`config.mk`:
```
export PLATFORM = sky130hd
export DESIGN_NAME = sqw_channel
export DESIGN_NICKNAME = d
export VERILOG_FILES = /design/src/rtl/sqw_pkg.sv /design/src/rtl/sqw_prescale.sv /design/src/rtl/sqw_divider.sv /design/src/rtl/sqw_sequencer.sv /design/src/rtl/sqw_channel.sv
export SDC_FILE = /design/constraint.sdc
export NUM_CORES = 1
export LEC_CHECK = 0
export BUFFER_PORTS_ARGS = -buffer_cell sky130_fd_sc_hd__buf_2
export CAP_MARGIN = 20
export CORE_MARGIN = 5
export CORE_UTILIZATION = 25
export CTS_CLUSTER_SIZE = 40
export DETAILED_ROUTE_END_ITERATION = 8
export GPL_ROUTABILITY_DRIVEN = 0
export SLEW_MARGIN = 20
export SYNTH_ARGS = -nofsm -noshare
export SYNTH_HDL_FRONTEND = slang
export SYNTH_SLANG_ARGS = --single-unit
```
`constraint.sdc`:
```
create_clock -name clk -period 5.75 [get_ports clk]
set_clock_uncertainty 0.15 [all_clocks]
set_input_delay 0.575 -clock clk [delete_from_list [all_inputs] [get_ports clk]]
set_output_delay 0.575 -clock clk [all_outputs]
set_load 0.03 [all_outputs]
```
`src/rtl/sqw_pkg.sv`:
```
package sqw_pkg;
    localparam int PER_W  = 11;
    localparam int LO_W   = 8;
    localparam int HI_W   = PER_W - LO_W;
    localparam int POS_W  = 3;
    localparam int VOL_W  = 4;
    localparam int DUTY_W = 2;

    typedef enum logic [DUTY_W-1:0] {
        SHAPE_1_OF_8 = 2'd0,
        SHAPE_2_OF_8 = 2'd1,
        SHAPE_3_OF_8 = 2'd2,
        SHAPE_4_OF_8 = 2'd3
    } shape_e;

    typedef struct packed {
        shape_e             shape;
        logic [VOL_W-1:0]   vol;
        logic [PER_W-1:0]   period;
    } chan_cfg_t;

    // High steps sit at the end of the pattern: the last (code+1) positions.
    function automatic logic pattern_high(shape_e code, logic [POS_W-1:0] pos);
        int steps;
        steps = int'(code) + 1;
        return int'(pos) >= ((1 << POS_W) - steps);
    endfunction
endpackage

```
`src/rtl/sqw_prescale.sv`:
```
module sqw_prescale (
    input  logic clk,
    input  logic rst,
    output logic ce
);
    logic ce_q;

    always_ff @(posedge clk) begin
        if (rst) ce_q <= 1'b0;
        else     ce_q <= ~ce_q;
    end

    assign ce = ce_q;

    p_toggle_on_r7: assert property (@(posedge clk) disable iff (rst) ce_q |=> !ce_q);
    p_toggle_off_r7: assert property (@(posedge clk) disable iff (rst) !ce_q |=> ce_q);
endmodule

```
`src/rtl/sqw_divider.sv`:
```
module sqw_divider #(
    parameter int W = sqw_pkg::PER_W
) (
    input  logic         clk,
    input  logic         rst,
    input  logic         ce,
    input  logic [W-1:0] period,
    output logic         tick
);
    logic [W-1:0] cnt_q;
    logic         expire;

    assign expire = (cnt_q == '0);

    always_ff @(posedge clk) begin
        if (rst)         cnt_q <= '0;
        else if (ce) begin
            if (expire)  cnt_q <= period;
            else         cnt_q <= cnt_q - 1'b1;
        end
    end

    assign tick = ce & expire;

    p_reload_r3: assert property (@(posedge clk) disable iff (rst)
        (ce && cnt_q == '0) |=> cnt_q == $past(period));
    p_count_down_r2: assert property (@(posedge clk) disable iff (rst)
        (ce && cnt_q != '0) |=> cnt_q == $past(cnt_q) - 1'b1);
    p_hold_r2: assert property (@(posedge clk) disable iff (rst)
        !ce |=> $stable(cnt_q));
endmodule

```
`src/rtl/sqw_sequencer.sv`:
```
module sqw_sequencer
    import sqw_pkg::*;
#(
    parameter int PW = POS_W
) (
    input  logic   clk,
    input  logic   rst,
    input  logic   step,
    input  shape_e shape,
    output logic   wave,
    output logic   edge_pulse
);
    logic [PW-1:0] pos_q;
    logic          wave_q;

    always_ff @(posedge clk) begin
        if (rst) begin
            pos_q  <= '0;
            wave_q <= 1'b0;
        end else begin
            if (step) pos_q <= pos_q + 1'b1;
            wave_q <= wave;
        end
    end

    assign wave       = pattern_high(shape, pos_q);
    assign edge_pulse = wave ^ wave_q;

    p_advance_r8: assert property (@(posedge clk) disable iff (rst)
        step |=> pos_q == $past(pos_q) + 1'b1);
    p_still_r3: assert property (@(posedge clk) disable iff (rst)
        !step |=> $stable(pos_q));
    p_edge_match_r6: assert property (@(posedge clk) disable iff (rst)
        1'b1 |=> edge_pulse == (wave != $past(wave)));
endmodule

```
`src/rtl/sqw_channel.sv`:
```
module sqw_channel
    import sqw_pkg::*;
(
    input  logic             clk,
    input  logic             rst,
    input  logic             ctl_ld,
    input  logic [DUTY_W-1:0] ctl_duty,
    input  logic [VOL_W-1:0] ctl_vol,
    input  logic             plo_ld,
    input  logic [LO_W-1:0]  plo_val,
    input  logic             phi_ld,
    input  logic [HI_W-1:0]  phi_val,
    output logic [VOL_W-1:0] level_out,
    output logic             edge_out
);
    chan_cfg_t cfg_q;
    logic      ce;
    logic      tick;
    logic      wave;

    always_ff @(posedge clk) begin
        if (rst) begin
            cfg_q <= '0;
        end else begin
            if (ctl_ld) begin
                cfg_q.shape <= shape_e'(ctl_duty);
                cfg_q.vol   <= ctl_vol;
            end
            if (plo_ld) cfg_q.period[LO_W-1:0]     <= plo_val;
            if (phi_ld) cfg_q.period[PER_W-1:LO_W] <= phi_val;
        end
    end

    sqw_prescale u_pre (
        .clk (clk),
        .rst (rst),
        .ce  (ce)
    );

    sqw_divider #(.W(PER_W)) u_div (
        .clk    (clk),
        .rst    (rst),
        .ce     (ce),
        .period (cfg_q.period),
        .tick   (tick)
    );

    sqw_sequencer #(.PW(POS_W)) u_seq (
        .clk        (clk),
        .rst        (rst),
        .step       (tick),
        .shape      (cfg_q.shape),
        .wave       (wave),
        .edge_pulse (edge_out)
    );

    assign level_out = wave ? cfg_q.vol : '0;

    p_after_reset_r1: assert property (@(posedge clk)
        $past(rst) |-> (level_out == '0 && !edge_out));
    p_level_src_r5: assert property (@(posedge clk) disable iff (rst)
        (level_out != '0) |-> (level_out == cfg_q.vol && wave));
endmodule

```
==> out/metrics.cfg, run 1 <==
[synthesis]
synth-xor-area-share_pct=1.671
synthMuxAreaShare_pct=11.54
synth_ff_type=dfxtp_1
synth_nets=203
ys_types=39
yosysWarnings=0
synth-seq-area-share_pct=42.00
ys_ff_latch=33
synthAdderAreaFrac_pct=4.773
synth_compound_area_share_pct=12.73
synthSimpleGateAreaFrac_pct=22.75
async_flop_share_pct=0
syn_inst=175
synth_top_family_by_area=simple AND/OR/NAND/NOR gates
syn_avg_cell_area_um2=8.987
syn-cell-area_um2=1573
synth_edf_count=0

[pwr]
p_seq_share_pct=37.3
p_leak_uw=0.0007875
p_int_uw=516.0
p_per_area_nw_per_um2=462.8
net-switching-power_uw=336.3
clkPwrFrac_pct=19.7
comb_power_share_pct=42.9
ir_drop_mv=0.1576
switching_share_pct=39.46

[critical_path]
r2r-start=u_div.cnt_q[0]$_SDFFE_PP0P_
crit_start=cfg_q[15]$_SDFFE_PP0P_
arrival_ns=2.27
crit_fanout=5
reg2reg_slack_ns=3.57
endpoint_kind=primary output
start_kind=register
path_class=reg2out
worstPathRequired_ns=5.03

[clock_tree]
worstSkewPairLatency_ns=0.27
post_cts_buffers=0
clk_pin_slew_worst_paths_ns=0.06
cts_resized=0
numCtsBuffers=5
cts_num_sinks=33
cts_tree=built
cts_max_path_buffers=2
h-tree-depth=2
cts_root_buffer=clkbuf_8
cts_hold_buf=0

[route]
drc=0
ant_nets=0
routed_wl_mm=3.166
viasPerCell=4.675
num_vias=1281
first_iter_violations=36
drt_first_pass_iters=4
routedWlPerCell_um=11.55

[job]
drv_cap=0

[final_layout]
final_net_count=227
fin_cells=274
area_delta_synth_final_pct=17.10
n_antenna_cell=0
design_area_um2=1842
layout-drive-gt1-share_pct=19.10

[floorplanning]
start_util_pct=26.10
std_cell_rows=28
die-area_um2=7977
core-area_um2=6026
io-pin-count=27
dieWidth_um=89.32
die_h_um=89.32

[placement]
place_inst=267
dpl_cell_area_um2=1755
numPortBuffers=26
dp_hpwl_mm=2.390

[min_path]
min_from=u_seq.pos_q[1]$_SDFFE_PP0P_
min_path_type=reg2reg

[timing]
setup_viol_count_final=0
holdWs_ns=0.3391
finalCriticalPeriod_ns=2.999
tns_ns=0
hold_violations=0
slew_headroom_pct=60.36
period_share_pct=52.16
fmax_mhz=333.4
drv_slew=0
grt_setup_unrepaired=no
tightestPinTransition_ns=0.5946

[global_routing]
grt_use_total_pct=9.094
overflow=0
grt_max_degree=34
grt_pass1_vias=1262
grt_pass1_wl_mm=5.637
antenna_found_initial=0

[status]
outcome=finished, final reports clean

==> placed cells by master, fill, tap and decap left out, types with 2 or more instances in the layout <==
cell | netlist | routed
mux2i_1 | 17 | 17
buf_2 | 0 | 26
xnor2_1 | 2 | 2
a311oi_1 | 2 | 2
clkbuf_8 | 0 | 6
or2_2 | 2 | 2
nand3_1 | 5 | 5
a21oi_1 | 11 | 11
nor2_1 | 26 | 26
nor3_1 | 4 | 4
a31oi_1 | 2 | 2
nand2_1 | 8 | 8
nand2b_1 | 5 | 5
nor3b_1 | 5 | 5
nor4_1 | 4 | 4
inv_1 | 7 | 7
dfxtp_1 | 33 | 33
o21ai_0 | 7 | 7
ha_1 | 6 | 6
==> synth_stat cells, drive strengths merged, types with 2 or more instances <==
library cell / n / area share [%]
dfxtp: 33 / 42
nor2: 26 / 6.2
mux2i: 17 / 11
a21oi: 11 / 3.5
clkbuf: 8 / 1.9
nand2: 8 / 1.9
inv: 7 / 1.7
o21ai: 7 / 2.2
ha: 6 / 4.8
nand2b: 5 / 2.0
nand3: 5 / 1.6
nor3b: 5 / 2.4
nor3: 4 / 1.3
nor4: 4 / 1.6
a311oi: 2 / 1.1
a31oi: 2 / 0.80
nor4b: 2 / 2.5
or2: 2 / 0.80
xnor2: 2 / 1.1
==> flip-flops by register name, indices dropped and copies added, names as in the netlist <==
name,flops
cfg_q,17
u_div.cnt_q,11
u_pre.ce,1
u_seq.pos_q,3
u_seq.wave_q,1
==> worst paths after layout <==
kind / endpoint / cells past startpoint
worst max-delay path: level_out[2] / 8
worst min-delay path: u_seq.pos_q[1]$_SDFFE_PP0P_ / 2
worst max register to register: u_seq.pos_q[2]$_SDFFE_PP0P_ / 6
worst min register to register: u_seq.pos_q[1]$_SDFFE_PP0P_ / 2
==> layer usage <==
layer,up-vias,GRT usage (%),wire length (um)
met5,-,0,0
met1,581,11.97,1525
li1,670,-,-
met4,0,4.060,55
met3,5,2.212,150
met2,25,14.07,1435
==> cell families after synthesis <==
family,Yosys count
and+or+nand+nor,67
DFF,33
xor gates and xnor gates,3
muxes,18
adders and majority gates,6
AOI/OAI and AO/OA,31
buffers and inverters,16
other,1
==> through the flow <==
stage | power, uW | utilization (%) | worst slack [ns]
6_report | 852.3 | 30.56 | 2.751
2_1_floorplan | 624.8 | - | 2.544
4_1_cts | 866.9 | 30.56 | 2.711
5_1_grt | 932.3 | 30.56 | 2.538
3_5_place_dp | 693.7 | 29.13 | 3.031
3_3_place_gp | 685.6 | 29.13 | 3.099
==> power by group through the flow <==
stage	Combinational (uW)	Clock, uW	Sequential, uW
after floorplan	313	0	312
after global placement	364	0	322
after detailed placement	370	0	324
after CTS	371	177	319
after global routing	420	186	327
final	366	168	318
==> area by class of cell <==
class / instances / area, um2
multi-input combinational: 126 / 844.6
fill: 670 / 4184
sequential: 33 / 660.6
tap: 75 / 93.84
clock buffer: 7 / 86.33
timing repair buffer: 26 / 130.1
inverter: 7 / 26.28
==> critical path, stage by stage, from the launching register on <==
cell	delay (ns)
dfxtp_1	0.37
inv_1	0.08
ha_1	0.31
xor2_1	0.15
ha_1	0.27
a21o_1	0.18
a21oi_1	0.36
nor3b_1	0.10
buf_2	0.19
(Power assumes the default switching activity.)
==> run 2: changes to the inputs <==
clock period = 3 ns   (was 5.75 ns; I/O delays follow)
==> out/metrics.cfg, run 2 (synthesis gave the netlist of run 1 again) <==
[timing]
finalCriticalPeriod_ns=2.714
tns_ns=0
setup_viol_count_final=0
hold_violations=0
grt_setup_unrepaired=no
drv_slew=0
fmax_mhz=368.5
tightestPinTransition_ns=0.5940
slew_headroom_pct=60.40
period_share_pct=90.46

[placement]
dpl_cell_area_um2=1755
numPortBuffers=26
dp_hpwl_mm=2.384

[floorplanning]
core-area_um2=6026
die_h_um=89.32
io-pin-count=27
start_util_pct=26.10
dieWidth_um=89.32
std_cell_rows=28
die-area_um2=7977

[critical_path]
arrival_ns=2.26
r2r-start=u_div.cnt_q[0]$_SDFFE_PP0P_
endpoint_kind=primary output
start_kind=register
worstPathRequired_ns=2.55
crit_fanout=5
crit_start=cfg_q[15]$_SDFFE_PP0P_
reg2reg_to=u_seq.pos_q[2]$_SDFFE_PP0P_
path_class=reg2out
ff2ff_path_depth=6
reg2reg_slack_ns=0.85
crit_end=level_out[2]

[job]
drv_cap=0

[clock_tree]
cts_num_sinks=33
cts_max_path_buffers=2
clk_pin_slew_worst_paths_ns=0.07
numCtsBuffers=5
worstSkewPairLatency_ns=0.28
h-tree-depth=2
cts_resized=0
cts_root_buffer=clkbuf_8
post_cts_buffers=0
cts_tree=built
cts_hold_buf=0

[final_layout]
n_antenna_cell=0
layout-drive-gt1-share_pct=19.50
final_common_cell=dfxtp_1
final_net_count=227
largest_register_ffs=17
design_area_um2=1872
top_register=cfg_q
area_delta_synth_final_pct=19.01
final_cell_mix=dfxtp_1, nor2_1, buf_2, mux2i_1, a21oi_1
largest_registers=cfg_q: 17 flops, u_div.cnt_q: 11 flops, u_seq.pos_q: 3 flops

[route]
num_vias=1283
viasPerCell=4.665
ant_nets=0
drc=0
routedWlPerCell_um=11.58
first_iter_violations=53
drt_first_pass_iters=5
routed_wl_mm=3.185

[status]
outcome=finished, final reports clean

[pwr]
p_per_area_nw_per_um2=924.7
p_total_uw=1731
p_leak_uw=0.0008016
ir_drop_mv=0.2959

[global_routing]
grt_pass1_wl_mm=5.685
grt_max_degree=34
antenna_found_initial=0
grt_pass1_vias=1287
overflow=0
grt_use_total_pct=9.074

[min_path]
min_path_type=in2reg
min_from=plo_val[3]

## run 2: cell types whose count changed in the layout (fill, tap and decap cells not counted)
| cell | previous run | this run |
|---|---|---|
| bufinv_16 | 0 | 1 |
## run 2: cell type report
cell class              instances  area, um2
fillers                       678       4154
multi-input cells             126      844.6
inverters                       7      26.28
repair buffers                 26      130.1
clock buffers                   7      86.33
flip-flops and latches         33      660.6
clock inverters                 1      30.03
well taps                      75      93.84
## run 2: worst max-delay path, stage by stage, from the launching register on
cell and delay [ns]:
dfxtp_1 0.37, inv_1 0.08, ha_1 0.30, xor2_1 0.15, ha_1 0.27, a21o_1 0.18
a21oi_1 0.36, nor3b_1 0.10, buf_2 0.19
## run 2: worst min path at each step
stage	endpoint	slack [ns]	cells after the start
3_3_place_gp	cfg_q[14]$_SDFFE_PP0P_	0.32	2
6_report	cfg_q[3]$_SDFFE_PP0P_	0.10	3
2_1_floorplan	cfg_q[11]$_SDFFE_PP0P_	0.30	2
5_1_grt	cfg_q[1]$_SDFFE_PP0P_	0.11	3
4_1_cts	cfg_q[3]$_SDFFE_PP0P_	0.09	3
3_5_place_dp	cfg_q[13]$_SDFFE_PP0P_	0.33	2
## run 2: routing by layer
metal | up-vias | wire, um | part of all wire (%) | GRT usage [%]
met1 | 584 | 1540 | 48 | 11.74
met3 | 2 | 147 | 4.6 | 2.396
met4 | 0 | 22 | 0.69 | 4.060
met2 | 26 | 1474 | 46 | 14.13
li1 | 671 | - | - | -
met5 | - | 0 | 0 | 0
## run 2: power breakdown
| group | internal (uW) | total [uW] | switching (uW) |
|---|---|---|---|
| clock network | 271 | 420 | 150 |
| registers | 523 | 611 | 87.6 |
| logic | 283 | 699 | 416 |
| total | 1080 | 1730 | 654 |
## run 2: stage by stage
stage                     worst slack, ns  utilization [%]  cells  hold slack, ns
after floorplan                   0.06899                -    175          0.2968
after CTS                          0.2422            31.06    275         0.09350
final                              0.2863            31.06    275          0.1036
after global placement             0.6235            29.13    267          0.3185
after global routing              0.08232            31.06    275          0.1142
after detailed placement           0.5553            29.13    267          0.3295
